## src/rtl/fbus_pkg.sv

```systemverilog
package fbus_pkg;
  typedef struct packed {
    logic text;
    logic hires;
    logic store;
    logic page2;
  } disp_mode_t;
endpackage

```

## src/rtl/fbus_line_split.sv

```systemverilog
module fbus_line_split
  import fbus_pkg::*;
#(
  parameter int CYC_W       = 15,
  parameter int LINE_CYCLES = 65,
  localparam int TICK_W     = $clog2(LINE_CYCLES)
) (
  input  logic              clk,
  input  logic              rst,
  input  logic [CYC_W-1:0]  cyc_in,
  input  disp_mode_t        mode_in,
  input  logic              hit_in,
  output logic [CYC_W-1:0]  line_q,
  output logic [TICK_W-1:0] tick_q,
  output disp_mode_t        mode_q,
  output logic              hit_q
);
  logic [CYC_W-1:0] line_w;
  logic [CYC_W-1:0] rem_w;

  always_comb begin
    line_w = cyc_in / CYC_W'(LINE_CYCLES);
    rem_w  = cyc_in - line_w * CYC_W'(LINE_CYCLES);
  end

  always_ff @(posedge clk) begin
    if (rst) begin
      line_q <= '0;
      tick_q <= '0;
      mode_q <= '0;
      hit_q  <= 1'b0;
    end else begin
      line_q <= line_w;
      tick_q <= rem_w[TICK_W-1:0];
      mode_q <= mode_in;
      hit_q  <= hit_in;
    end
  end

  // the registered tick never reaches a full line length
  p_tick_range_r1: assert property (@(posedge clk) disable iff (rst)
    tick_q < TICK_W'(LINE_CYCLES));
endmodule

```

## src/rtl/fbus_row_map.sv

```systemverilog
module fbus_row_map #(
  parameter int       CYC_W    = 15,
  parameter int       TICK_W   = 7,
  parameter logic [7:0] VBASE  = 8'hFA,
  parameter logic [3:0] ROW_BIAS = 4'hD
) (
  input  logic [CYC_W-1:0]  line_in,
  input  logic [TICK_W-1:0] tick_in,
  output logic [9:0]        base_addr,
  output logic [2:0]        vlow
);
  logic [TICK_W-1:0] hcnt;
  logic [CYC_W-1:0]  vsum;
  logic [7:0]        vcnt;
  logic [3:0]        row_term;
  logic [1:0]        vtop;

  always_comb begin
    hcnt     = (tick_in == '0) ? '0 : tick_in - TICK_W'(1);
    vsum     = line_in + CYC_W'(VBASE);
    vcnt     = vsum[7:0];
    vtop     = vcnt[7:6];
    row_term = ROW_BIAS + {1'b0, hcnt[5:3]} + ({2'b00, vtop} | {vtop, 2'b00});
    base_addr = {vcnt[5:3], row_term, hcnt[2:0]};
    vlow      = vcnt[2:0];
  end
endmodule

```

## src/rtl/fbus_page_sel.sv

```systemverilog
module fbus_page_sel
  import fbus_pkg::*;
#(
  parameter logic [15:0] TEXT_P1 = 16'h0400,
  parameter logic [15:0] TEXT_P2 = 16'h0800,
  parameter logic [15:0] GFX_P1  = 16'h2000,
  parameter logic [15:0] GFX_P2  = 16'h4000
) (
  input  logic        clk,
  input  logic        rst,
  input  logic [9:0]  base_addr,
  input  logic [2:0]  vlow,
  input  disp_mode_t  mode_in,
  input  logic        hit_in,
  output logic [15:0] addr_q,
  output logic        valid_q
);
  logic        gfx_w;
  logic        alt_w;
  logic [15:0] addr_w;
  logic        gfx_q;
  logic        store_q;

  always_comb begin
    gfx_w = !mode_in.text && mode_in.hires;
    alt_w = !mode_in.store && mode_in.page2;
    if (gfx_w)
      addr_w = (alt_w ? GFX_P2 : GFX_P1) | {3'b000, vlow, base_addr};
    else
      addr_w = (alt_w ? TEXT_P2 : TEXT_P1) | {6'b000000, base_addr};
  end

  always_ff @(posedge clk) begin
    if (rst) begin
      addr_q  <= '0;
      valid_q <= 1'b0;
      gfx_q   <= 1'b0;
      store_q <= 1'b0;
    end else begin
      addr_q  <= addr_w;
      valid_q <= hit_in;
      gfx_q   <= gfx_w;
      store_q <= mode_in.store;
    end
  end

  // text/low-res fetches stay within 0x0400..0x0FFF
  p_text_window_r5: assert property (@(posedge clk) disable iff (rst)
    (valid_q && !gfx_q) |-> (addr_q >= 16'h0400 && addr_q < 16'h1000));
  // hi-res fetches stay within 0x2000..0x5FFF
  p_gfx_window_r6: assert property (@(posedge clk) disable iff (rst)
    (valid_q && gfx_q) |-> (addr_q >= 16'h2000 && addr_q < 16'h6000));
  // store-mode pins the fetch to page 1
  p_store_page1_r7: assert property (@(posedge clk) disable iff (rst)
    (valid_q && store_q) |-> (gfx_q ? !addr_q[14] : !addr_q[11]));
endmodule

```

## src/rtl/fbus_scan_addr.sv

```systemverilog
module fbus_scan_addr
  import fbus_pkg::*;
#(
  parameter int          CYC_W       = 15,
  parameter int          LINE_CYCLES = 65,
  parameter logic [7:0]  VBASE       = 8'hFA,
  parameter logic [3:0]  ROW_BIAS    = 4'hD,
  parameter logic [15:0] FLOAT_LO    = 16'hC020,
  parameter logic [15:0] FLOAT_HI    = 16'hC02F
) (
  input  logic             clk,
  input  logic             rst,
  input  logic [CYC_W-1:0] frame_cycle,
  input  logic             text_mode,
  input  logic             hires_mode,
  input  logic             store_mode,
  input  logic             page2_sel,
  input  logic [15:0]      bus_addr,
  input  logic             bus_rd,
  output logic [15:0]      scan_addr,
  output logic             scan_valid
);
  localparam int TICK_W = $clog2(LINE_CYCLES);

  disp_mode_t        mode_w;
  disp_mode_t        mode_s1;
  logic              hit_w;
  logic              hit_s1;
  logic [CYC_W-1:0]  line_s1;
  logic [TICK_W-1:0] tick_s1;
  logic [9:0]        base_w;
  logic [2:0]        vlow_w;

  always_comb begin
    mode_w = '{text: text_mode, hires: hires_mode, store: store_mode, page2: page2_sel};
    hit_w  = bus_rd && (bus_addr >= FLOAT_LO) && (bus_addr <= FLOAT_HI);
  end

  fbus_line_split #(
    .CYC_W(CYC_W), .LINE_CYCLES(LINE_CYCLES)
  ) u_split (
    .clk(clk), .rst(rst), .cyc_in(frame_cycle), .mode_in(mode_w), .hit_in(hit_w),
    .line_q(line_s1), .tick_q(tick_s1), .mode_q(mode_s1), .hit_q(hit_s1)
  );

  fbus_row_map #(
    .CYC_W(CYC_W), .TICK_W(TICK_W), .VBASE(VBASE), .ROW_BIAS(ROW_BIAS)
  ) u_row (
    .line_in(line_s1), .tick_in(tick_s1), .base_addr(base_w), .vlow(vlow_w)
  );

  fbus_page_sel u_page (
    .clk(clk), .rst(rst), .base_addr(base_w), .vlow(vlow_w), .mode_in(mode_s1),
    .hit_in(hit_s1), .addr_q(scan_addr), .valid_q(scan_valid)
  );

  // an unconnected-range read yields a valid strobe two edges later
  p_valid_lat_r8: assert property (@(posedge clk) disable iff (rst)
    hit_w |-> ##2 scan_valid);
  // every produced address lies in low main RAM
  p_main_ram_r9: assert property (@(posedge clk) disable iff (rst)
    scan_valid |-> (scan_addr < 16'h6000));
  // reset clears the outputs
  p_reset_clear_r10: assert property (@(posedge clk)
    rst |=> (!scan_valid && scan_addr == 16'h0000));
endmodule

```

## config.mk

```make
export PLATFORM = sky130hd
export DESIGN_NAME = fbus_scan_addr
export DESIGN_NICKNAME = d
export VERILOG_FILES = /design/src/rtl/fbus_pkg.sv /design/src/rtl/fbus_line_split.sv /design/src/rtl/fbus_row_map.sv /design/src/rtl/fbus_page_sel.sv /design/src/rtl/fbus_scan_addr.sv
export SDC_FILE = /design/constraint.sdc
export NUM_CORES = 1
export LEC_CHECK = 0
export BUFFER_PORTS_ARGS = -buffer_cell sky130_fd_sc_hd__buf_2
export CAP_MARGIN = 40
export CORE_ASPECT_RATIO = 0.6
export CORE_UTILIZATION = 49
export CTS_CLUSTER_SIZE = 8
export DETAILED_ROUTE_END_ITERATION = 16
export PLACE_DENSITY_LB_ADDON = 0.12
export SYNTH_ARGS = -nofsm -noshare
export SYNTH_HDL_FRONTEND = slang
export SYNTH_SLANG_ARGS = --single-unit
```

## constraint.sdc

```tcl
create_clock -name clk -period 10.1 [get_ports clk]
set_clock_uncertainty 0.05 [all_clocks]
set_input_delay 0 -clock clk [delete_from_list [all_inputs] [get_ports clk]]
set_output_delay 0 -clock clk [all_outputs]
set_load 0.03 [all_outputs]
```

# --- After elaboration in Yosys (flattened, before gate mapping) ---
# Index checks and enable logic that the tools add are counted.
word_totals:
  inputBits: 38
  regBits: 37
  n_memories: 0
  output_inout_bits: 17
  ramBits: 0
  latch_bits: 0
  elab_cells: 32
  romBits: 0
op_classes:
  reduce_logical: 7
  addsub: 5
  magnitude_cmp: 2
  div_mod_pow: 1
  eq_ne: 0
  muxes: 4
  shifts: 0
  multipliers: 1
  bitwise_logic: 3
ops:
  columns: ["cell", "n"]
  rows:
  - [">= comparator 16 bit (second input constant)", 1]
  - ["<= comparator 16 bit (second input constant)", 1]
  - ["2-to-1 mux 16 bit", 1]
  - ["bitwise OR 16 x 10 -> 16 bit", 1]
  - ["bitwise OR 16 x 13 -> 16 bit", 1]
  - ["divider 15 x 7 -> 15 bit (second input constant)", 1]
  - ["multiplier 15 x 7 -> 7 bit (second input constant)", 1]
  - ["2-to-1 mux 15 bit", 1]
  - ["2-to-1 mux 12 bit", 1]
  - ["adder 8 bit (second input constant)", 1]
  - ["zero test 7 bit", 1]
  - ["subtractor 7 bit", 1]
  - ["2-to-1 mux 6 bit", 1]
  - ["subtractor 6 x 1 -> 6 bit (second input constant)", 1]
  - ["adder 4 x 3 -> 4 bit (first input constant)", 1]
  - ["adder 4 bit", 1]
  - ["logical AND 1 bit", 4]
  - ["bitwise OR 2 x 4 -> 4 bit", 1]
  - ["zero test 1 bit", 2]

# --- Logic depth before layout (Yosys ltp) ---
# Gate-level depths: netlist (run 1).
depth:
  ltp_word: 6
  mapped_depth: 39
  ltp_nobuf: 34

# --- Modules after synthesis ---
# A second synthesis (run 1) with hierarchy kept.
hier_totals:
  cells_unflattened: 479
  hier_area_um2: 3867.5
by_module_without_submodules:
  columns: ["mod", "area_per_inst_um2", "cells_each", "seq_area_each_um2", "instances"]
  rows:
  - ["fbus_line_split", 2964.1, 391, 420.4, 1]
  - ["fbus_page_sel", 509.2, 39, 320.3, 1]
  - ["fbus_row_map", 350.3, 44, 0.0, 1]
  - ["fbus_scan_addr", 43.8, 5, 0.0, 1]

# --- Worst setup path before layout (run 1) ---
# No wires, ideal clock.
synth_timing:
  kind: "input port to flip-flop"
  from: "input frame_cycle[13]"
  to: "register u_split.tick_q[6]"
  n_path_buf: 3
  setup_time_ps: 121
  t_required_ps: 9929
  cell_stages: 36
  arrival_ps: 7297
  path_slack_ps: 2632
  path_cell_list: "buf_4 > or4_4 > o21ai_4 > nor2_4 > o21ai_1 > nand2_1 > o311a_1 > buf_6 > a311oi_2 > o21a_1 > nor2_2 > or4_4 > and3_1 > buf_6 > xnor2_2 > o21ai_2 > xnor2_1 > ha_1 > xnor3_1 > nor3_1 > nor4b_2 > o221a_4 > inv_1 > ha_1 > xnor2_1 > xnor2_1 > fa_1 > fa_1 > nor2b_1 > nor3b_1 > nand2_1 > a21oi_1 > xnor2_1 > xnor2_1 > nor2b_1 > mux2_4"
synth_between:
  elab_chain_cells: 3
synth_lines:
  columns: ["element", "line_no", "source"]
  rows:
  - ["start: declaration", "fbus_scan_addr.sv:13", "input logic [CYC_W-1:0] frame_cycle,"]
  - ["divider 15 x 7 -> 15 bit", "fbus_line_split.sv:22", "line_w = cyc_in / CYC_W'(LINE_CYCLES);"]
  - ["named net u_split.line_w[0]", "fbus_line_split.sv:18", "logic [CYC_W-1:0] line_w;"]
  - ["multiplier 15 x 7 -> 7 bit", "fbus_line_split.sv:23", "rem_w = cyc_in - line_w * CYC_W'(LINE_CYCLES);"]
  - ["subtractor 7 bit", "fbus_line_split.sv:23", null]
  - ["end signal: assignment", "fbus_line_split.sv:34", "tick_q <= rem_w[TICK_W-1:0];"]
  - ["end: declaration", "fbus_line_split.sv:14", "output logic [TICK_W-1:0] tick_q,"]
# The timed path passes the listed nets, and every way through them passes these cells.
# A chain may end at the register's enable or synchronous reset.

# --- Worst setup path after layout (run 1) ---
layout_timing:
  from: "input frame_cycle[9]"
  to: "register u_split.tick_q[6]"
# Same word-level chain as after synthesis.

==> results.yml, run 1 <==
clock_tree:
  cts-buffers-inserted: 5
  cts-root-buf: "clkbuf_16"
  cts.clk_slew.worst_paths_ns: 0.05
  clk_latency_ns: 0.28
  ctsResizeCount: 0
  clk_path_buf_depth: 2
  cts_sinks: 36
  cts_tree: "done"
  htreeDepth: 2
  post_cts_buffers: 0
layout:
  nets: 561
  insertedDiodeCount: 0
  drive_above_1_share_pct: 20.3
  area_delta_synth_final_pct: 12.2
  final_core_util_pct: 57.8
detailed_routing:
  viasPerCell: 6.06
  drc: 0
  drt_iter0_markers: 363
  post_drt_wl_per_cell_um: 15.8
  firstDrtPassIters: 5
  totalWireLength_mm: 9.60
  num_vias: 3670
  ant_nets: 0
global_route:
  first_global_vias: 3253
  grt_usage_pct: 24.6
  grt_pass1_wl_mm: 16.0
  antenna_found_initial: 0
  grt_overflow_total: 0
  grt_max_degree: 36
setup_path:
  path_class: "in -> reg"
  setup.worst_path.start_class: "input pin"
  cp_top_family: "compound AO/OA/AOI/OAI gates"
  arrival_ns: 8.91
  slowest_delay_ns: 0.69
  crit_buf_inv: 2
  cp_max_fo: 14
  cp_slowest_cell: "and3_1"
  crit_path_frequent_cell: "xnor2_1"
  crit_required_ns: 10.21
  cp-end-kind: "flip-flop"
synthesis:
  synth_area_per_cell_um2: 8.33
  syn_nets: 519
  synth_area_um2: 3820
  synth_edf_count: 0
  synth_area_leader_cell: "dfxtp_1"
  ys_warn_count: 0
  synth_seq_cells: 36
  synth_top_area_share_pct: 18.9
  syn_inst: 459
  synth_cell_types: 99
  async_reset_ff_share_pct: 0
  synth_ff_type: "dfxtp_1"
  synth-seq-area-share_pct: 18.9
  yosys-top-cells-area: "dfxtp_1 19%, ha_1 5.9%, nor2_1 4.4%, xnor2_1 3.4%, nor3_1 2.9%"
sta:
  worst_slack_ns: 1.31
  hold_viol: 0
  setup_tns_ns: 0
  final_max_slew_viol_count: 0
  period_needed_ns: 8.79
  fin_crit_sh_pct: 87.1
  maxSlewHeadroom_pct: 44.3
  worst_pin_slew_ns: 0.815
  fmax_mhz: 114
  setup_viol: 0
  rsz0062_at_grt: "false"
worst_hold_path:
  hold_class: "in -> reg"
pwr:
  p_leak_nw: 1.71
  irDropWorstVdd_v: 0.0000843
  power_mw: 0.839
  powerDensity_nw_per_um2: 195
die:
  core_um2: 7420
  rows: 24
  dieArea_um2: 8170
  die_y_um: 70.4
  die_width_um: 116
  initial_utilization_pct: 51.5
  io-pin-count: 55
placed_design:
  pre_cts_ws_ns: 1.19
  io_buffers: 49
  gp_congestion: 0.940
  hpwlAfterDp_mm: 7.63
outcome:
  status: "completed"
job:
  cap_viol_max_count: 0
==> final cells by class <==
class,count,area [µm²]
fillers,705,3130
multi-input cells,381,2880
clock inverters,2,35.0
repair buffers,56,313
flip-flops and latches,36,721
well taps,104,130
clock buffers,6,129
inverters,21,78.8
==> final timing paths <==
check	to	slack (ns)	startpoint	depth (start not counted)
worst max-delay path	u_split.tick_q[6]	1.31	frame_cycle[9]	33
worst min-delay path	u_page.addr_q[6]	0.16	rst	2
worst max register to register	u_page.addr_q[6]	7.31	u_split.line_q[1]	10
worst min register to register	u_page.valid_q	0.39	u_split.hit_q	1
==> cell families (layout without fill, tap and decap cells) <==
kind of cell	after synthesis	count (layout)	share of synthesized area (%)
buffers and inverters	42	85	5.70
flip-flops	36	36	18.9
other	1	1	0.0981
adder cells (fa/ha/maj)	23	23	8.25
AO/OA/AOI/OAI	135	135	29.5
XOR/XNOR	23	23	6.02
multiplexers	9	9	2.55
AND/OR/NAND/NOR	190	190	29.0
==> worst register-to-register path, cell delays in order, from the launching register on <==
cell and delay, ns:
dfxtp_1 0.34, ha_1 0.24, nor3_1 0.24, nor3b_1 0.27, xor2_1 0.29, ha_1 0.29
ha_1 0.21, fa_1 0.38, xor2_1 0.17, xnor2_1 0.14, nor2_1 0.05
==> per-layer routing <==
metal / vias to the layer above / track usage [%] / share of wire (%) / wire [µm]
li1: 1813 / - / - / -
met1: 1732 / 39.4 / 54 / 5210
met2: 120 / 33.7 / 39 / 3720
met3: 5 / 4.17 / 6.4 / 619
met4: 0 / 3.85 / 0.50 / 48
met5: - / 0 / 0 / 0
==> state kept, by name, summed over array words and instances (netlist names) <==
| signal | count |
|---|---|
| u_split.hit_q | 1 |
| u_split.mode_q | 4 |
| u_split.line_q | 8 |
| u_page.valid_q | 1 |
| u_page.addr_q | 15 |
| u_split.tick_q | 7 |
==> cells in the final DEF, fill, tap and decap left out, types with 6 or more instances in the layout <==
cell           Yosys  layout
nor2b_1           16      16
o21ai_0           11      11
or3_1              8       8
xnor2_1           15      15
dlygate4sd3_1      0       6
a21oi_1           21      21
dfxtp_1           36      36
buf_2              3      49
inv_1             21      21
ha_1              18      18
nor3b_1            8       8
mux2i_1            6       6
o21a_1             7       7
nand3_1           10      10
and2_1             8       8
a211oi_1           7       7
nand2_1           24      24
nor3_1            22      22
nor2_1            45      45
==> synthesized netlist by cell type, drive strengths merged (11+ instances only) <==
cell type	n
buf	12
ha	18
nor3	27
inv	21
xnor2	17
nor2b	16
nand3	11
o21ai	20
a21oi	22
dfxtp	36
nand2	25
nor2	47
==> where the power goes <==
part / total, mW / internal [mW] / switching [mW]
sequential: 0.193 / 0.177 / 0.0158
clock: 0.168 / 0.116 / 0.0518
combinational: 0.478 / 0.205 / 0.274
total: 0.839 / 0.497 / 0.341
==> through the flow <==
stage / instance area (µm²) / cells / hold WS (ns)
global placement: 4070 / 592 / 0.115
floorplan: 3820 / 459 / 0.0261
detailed placement: 4070 / 592 / 0.122
CTS: 4290 / 606 / 0.163
global route: 4290 / 606 / 0.202
finish: 4290 / 606 / 0.160
==> timing repair <==
action | CTS | global route
setup endpoints to repair | 0 | 0
hold endpoints to repair | 5 | 0
hold buffers | 6 | 0
Power figures use the tool's default switching activity.
==> run 2, diff against run 1 <==
--- a/config.mk
+++ b/config.mk
@@ -8,6 +8,7 @@
 export BUFFER_PORTS_ARGS = -buffer_cell sky130_fd_sc_hd__buf_2
 export CAP_MARGIN = 40
 export CORE_ASPECT_RATIO = 0.6
+export CORE_MARGIN = 1.5
 export CORE_UTILIZATION = 49
 export CTS_CLUSTER_SIZE = 8
 export DETAILED_ROUTE_END_ITERATION = 16
==> run 2 against run 1 <==
Net effect: worst setup slack improved by 0.10 ns; combinational power is essentially flat; die area rose by 2.3%; first-iteration DRC count down 30%; total power down 2.8%; maximum frequency is 1.2% higher; routed wire length shrank 0.93%; via count down 0.22%; critical path type unchanged; largest cell class unchanged.
==> results.yml, run 2 (synthesis gave the netlist of run 1 again) <==
detailed_routing:
  firstDrtPassIters: 4
  drt_iter0_markers: 255
  drc: 0
  viasPerCell: 6.04
  ant_nets: 0
  post_drt_wl_per_cell_um: 15.7
  totalWireLength_mm: 9.51
  num_vias: 3662
sta:
  final_max_slew_viol_count: 0
  worst_slack_ns: 1.41
  fmax_mhz: 115
  fin_crit_sh_pct: 86.0
  hold_viol: 0
  maxSlewHeadroom_pct: 41.0
  worst_pin_slew_ns: 0.862
  setup_viol: 0
  setup_tns_ns: 0
  rsz0062_at_grt: "false"
  period_needed_ns: 8.69
outcome:
  status: "completed"
die:
  initial_utilization_pct: 51.5
  dieArea_um2: 8360
  core_um2: 7420
  io-pin-count: 55
  die_width_um: 117
  die_y_um: 71.4
  rows: 24
layout:
  drive_above_1_share_pct: 20.5
  top_regs: "u_page.addr_q x15, u_split.line_q x8, u_split.tick_q x7"
  fin_area_um2: 4270
  nets: 561
  insertedDiodeCount: 0
  largest-register: "u_page.addr_q"
  mostFrequentLayoutCell: "buf_2"
  area_delta_synth_final_pct: 11.7
  most-common-layout-cells: "49 x buf_2, 45 x nor2_1, 36 x dfxtp_1"
  largest_reg_flops: 15
clock_tree:
  cts_sinks: 36
  cts-root-buf: "clkbuf_16"
  clk_path_buf_depth: 2
  cts-buffers-inserted: 5
  clk_latency_ns: 0.28
  htreeDepth: 2
  cts_tree: "done"
  cts.clk_slew.worst_paths_ns: 0.06
pwr:
  p_int_mw: 0.473
  powerDensity_nw_per_um2: 191
  clock_power_share_pct: 17.9
  p_sw_share_pct: 42.0
  p_seq_share_pct: 23.6
  irDropWorstVdd_v: 0.0000852
  pwr-share-comb_pct: 58.5
  switching_power_mw: 0.342
  p_leak_nw: 1.70
worst_hold_path:
  min_path_cells: 2
  whs_endpoint: "u_page.addr_q[11]"
  hold_class: "in -> reg"
  hp-start: "rst"
global_route:
  first_global_vias: 3261
  antenna_found_initial: 0
  grt_usage_pct: 23.9
  grt_pass1_wl_mm: 15.9
  grt_overflow_total: 0
  top_usage_layer: "met1"
  use_met2_pct: 32.4
  grt.met3_usage_pct: 4.74
  grt_max_degree: 36
  use_met1_pct: 38.3
placed_design:
  hpwlAfterDp_mm: 7.57
  gp_congestion: 0.955
  post_dp_cell_area_um2: 4070
  pre_cts_ws_ns: 1.24
  io_buffers: 49
setup_path:
  r2r-start: "u_split.line_q[1]"
  cp-end-kind: "flip-flop"
  crit_path_frequent_cell: "xnor2_1"
  crit_required_ns: 10.21
  worst-r2r-cell-count: 10
  r2r_end: "u_page.addr_q[6]"
  slowest_delay_ns: 0.70
  setup.worst_path.start_class: "input pin"
  cp_slowest_cell: "and3_1"
  rrSetupSlack_ns: 7.34
  arrival_ns: 8.80
  path_class: "in -> reg"
  cp_max_fo: 14
job:
  cap_viol_max_count: 0
run 2: final cells by class:
cell class	count	area (µm²)
multi-input combinational	381	2880
tap	104	130
timing repair buffer	56	313
inverter	21	78.8
sequential	36	721
clock buffer	5	125
clock inverter	3	18.8
fill	680	3150
run 2: worst max-delay path, delay by kind of cell:
| family | cells | cell delay, ns |
|---|---|---|
| AO/OA/AOI/OAI | 8 | 2.62 |
| XOR/XNOR | 7 | 1.50 |
| adder cells (fa/ha/maj) | 4 | 1.33 |
| buffers and inverters | 2 | 0.23 |
| multiplexers | 1 | 0.28 |
| AND/OR/NAND/NOR | 11 | 2.83 |
run 2: worst max path at each step:
stage	start	end	slack, ns	cells past startpoint
final	frame_cycle[9]	u_split.tick_q[6]	1.41	33
after detailed placement	frame_cycle[9]	u_split.tick_q[6]	1.24	34
after global routing	frame_cycle[9]	u_split.tick_q[6]	0.74	34
after global placement	frame_cycle[9]	u_split.tick_q[6]	1.25	34
after floorplan	frame_cycle[13]	u_split.tick_q[6]	2.63	36
after CTS	frame_cycle[9]	u_split.tick_q[6]	1.50	34
run 2: per-layer routing:
layer  vias up  share of wire (%)
li1       1815                  -
met1      1731                 52
met2       108                 40
met3         8                6.8
met4         0               0.62
met5         -                  0
run 2: metrics by stage:
| step | hold WS, ns | util (%) | std cells | power, mW |
|---|---|---|---|---|
| CTS | 0.161 | 57.6 | 606 | 0.821 |
| finish | 0.147 | 57.6 | 606 | 0.816 |
| global placement | 0.114 | 54.8 | 592 | 0.654 |
| detailed placement | 0.127 | 54.8 | 592 | 0.668 |
| floorplan | 0.0261 | - | 459 | 0.575 |
| global route | 0.200 | 57.6 | 606 | 0.888 |
run 2: power groups by stage:
| stage | Clock (mW) | Sequential [mW] | Combinational (mW) |
|---|---|---|---|
| 5_1_grt | 0.155 | 0.198 | 0.536 |
| 3_3_place_gp | 0 | 0.194 | 0.460 |
| 6_report | 0.146 | 0.192 | 0.477 |
| 4_1_cts | 0.150 | 0.193 | 0.478 |
| 3_5_place_dp | 0 | 0.196 | 0.472 |
| 2_1_floorplan | 0 | 0.222 | 0.353 |
run 2: timing repair:
item,4_1_cts,5_1_grt
hold buffers,6,0
hold endpoints to repair,5,0
gates resized for setup,0,0
buffers inserted,0,0
==> run 3, diff against run 2 <==
--- a/config.mk
+++ b/config.mk
@@ -5,6 +5,7 @@
 export SDC_FILE = /design/constraint.sdc
 export NUM_CORES = 1
 export LEC_CHECK = 0
+export ABC_AREA = 1
 export BUFFER_PORTS_ARGS = -buffer_cell sky130_fd_sc_hd__buf_2
 export CAP_MARGIN = 40
 export CORE_ASPECT_RATIO = 0.6
==> run 3 against run 2 <==
Net effect: critical path depth up 29; non-clock buffer count shrank 1; die area is 1.8% lower; clock power hardly changed; area after synthesis decreased by 1.9%; via count is 4.0% higher; combinational power grew to 2.6 times the previous value; register-to-register slack worse by 0.18 ns; first-iteration DRC count grew 7.8%.
==> results.yml, run 3 <==
outcome:
  status: "completed"
detailed_routing:
  totalWireLength_mm: 8.83
  post_drt_wl_per_cell_um: 11.6
  drc: 0
  viasPerCell: 4.99
  num_vias: 3809
  firstDrtPassIters: 5
  ant_nets: 0
  drt_iter0_markers: 275
synthesis:
  synthSimpleGateAreaFrac_pct: 47.2
  synth_edf_count: 0
  synthMuxAreaShare_pct: 0
  synth_area_um2: 3750
  synth_top_area_share_pct: 19.2
  synth-seq-area-share_pct: 19.2
  synth_fa_ha_area_share_pct: 8.14
  syn_inst: 602
  syn_nets: 662
  synth_common_cells: "138 x nand2_1, 83 x inv_1, 79 x nor2_1, 57 x nand3_1, 36 x dfxtp_1"
  synth_area_leader_cell: "dfxtp_1"
  synth_area_per_cell_um2: 6.23
  synth_seq_cells: 36
  async_reset_ff_share_pct: 0
  synth_top_family_by_area: "simple AND/OR/NAND/NOR gates"
  synth_compound_area_share_pct: 8.98
  synth_ff_type: "dfxtp_1"
  yosys-top-cells-area: "dfxtp_1 19%, nand2_1 14%, inv_1 8.3%, nor2_1 7.9%, nand3_1 7.6%"
  ys_warn_count: 0
  synth.most_common_cell: "nand2_1"
  synth_cell_types: 39
  synth_xor_area_share_pct: 5.81
global_route:
  grt_max_degree: 25
  grt_pass1_wl_mm: 15.0
  antenna_found_initial: 0
  grt_overflow_total: 0
  first_global_vias: 3296
  grt_usage_pct: 22.2
layout:
  insertedDiodeCount: 0
  largest_reg_flops: 15
  most-common-layout-cells: "138 x nand2_1, 83 x inv_1, 79 x nor2_1"
  top_regs: "u_page.addr_q x15, u_split.line_q x8, u_split.tick_q x7"
  drive_above_1_share_pct: 19.6
  area_delta_synth_final_pct: 14.8
  fin_area_um2: 4310
  mostFrequentLayoutCell: "nand2_1"
  largest-register: "u_page.addr_q"
  nets: 718
clock_tree:
  cts_sinks: 36
  cts-root-buf: "clkbuf_16"
  cts.clk_slew.worst_paths_ns: 0.05
  htreeDepth: 2
  post_cts_buffers: 0
  cts-buffers-inserted: 5
  clk_path_buf_depth: 2
  clk_latency_ns: 0.27
  cts_tree: "done"
sta:
  fin_crit_sh_pct: 76.8
  holdWs_ns: 0.0968
  rsz0062_at_grt: "false"
  final_max_slew_viol_count: 0
  setup_viol: 0
  hold_viol: 0
  period_needed_ns: 7.76
  setup_tns_ns: 0
  fmax_mhz: 129
worst_hold_path:
  hold_class: "in -> reg"
setup_path:
  crit_path_frequent_cell: "nand2_4"
  cp_top_family: "simple AND/OR/NAND/NOR gates"
  cp_slowest_cell: "fa_1"
  crit_buf_inv: 4
  cp-end-kind: "flip-flop"
  path_class: "in -> reg"
  setup.worst_path.start_class: "input pin"
  crit_required_ns: 10.21
  slowest_delay_ns: 0.42
  cp_max_fo: 9
  arrival_ns: 7.87
die:
  initial_utilization_pct: 51.2
  die_y_um: 70.8
  die_width_um: 116
  rows: 24
  dieArea_um2: 8200
  core_um2: 7330
  io-pin-count: 55
placed_design:
  gp_congestion: 0.888
  hpwlAfterDp_mm: 7.22
  post_dp_cell_area_um2: 4100
  io_buffers: 49
pwr:
  powerDensity_nw_per_um2: 372
  irDropWorstVdd_v: 0.000223
  p_leak_nw: 2.29
job:
  cap_viol_max_count: 0
==> run 3: worst paths after layout <==
path | start | endpoint | slack [ns] | cells after the start
hold / removal | rst | u_split.tick_q[1] | 0.1 | 2
hold reg to reg | u_split.hit_q | u_page.valid_q | 0.36 | 2
setup reg to reg | u_split.line_q[1] | u_page.addr_q[6] | 7.16 | 12
setup / recovery | frame_cycle[10] | u_split.tick_q[6] | 2.34 | 62
==> run 3: metrics by stage <==
step	power, mW	utilization, %	worst slack [ns]	cells
global placement	1.41	55.9	2.32	749
CTS	1.60	58.8	2.36	763
detailed placement	1.45	55.9	2.10	749
finish	1.60	58.8	2.34	763
global route	1.81	58.8	1.48	763
floorplan	1.21	-	3.25	602
==> run 3: area by class of cell <==
cell class / instances / area, µm²
Fill cell: 757 / 3020
Multi-Input combinational cell: 462 / 2640
Sequential cell: 36 / 721
Inverter: 98 / 368
Timing Repair Buffer: 55 / 305
Clock buffer: 8 / 146
Tap cell: 104 / 130
==> run 3: cells by family (layout without fill, tap and decap cells) <==
family                     Yosys count  count (layout)
other                                1               1
AOI/OAI and AO/OA                   60              60
DFF                                 36              36
and+or+nand+nor                    355             355
xor gates and xnor gates            24              24
buffers and inverters              104             161
adders and majority gates           22              22
==> run 3: layer usage <==
metal,global-route usage (%),vias up,wire length [µm]
met1,35.3,1671,4840
met5,0,-,0
li1,-,2017,-
met2,32.8,113,3430
met4,3.66,0,48
met3,1.97,8,510
==> run 3: what timing repair did <==
| action | CTS | global route |
|---|---|---|
| hold buffers | 6 | 0 |
| endpoints found under the hold margin | 5 | 0 |
| gates resized for setup | 0 | 0 |
==> run 3: where the power goes <==
| group | switching [mW] | internal, mW | total [mW] |
|---|---|---|---|
| registers | 0.0164 | 0.188 | 0.205 |
| clock network | 0.0486 | 0.0980 | 0.147 |
| logic | 0.798 | 0.453 | 1.25 |
| total | 0.863 | 0.740 | 1.60 |
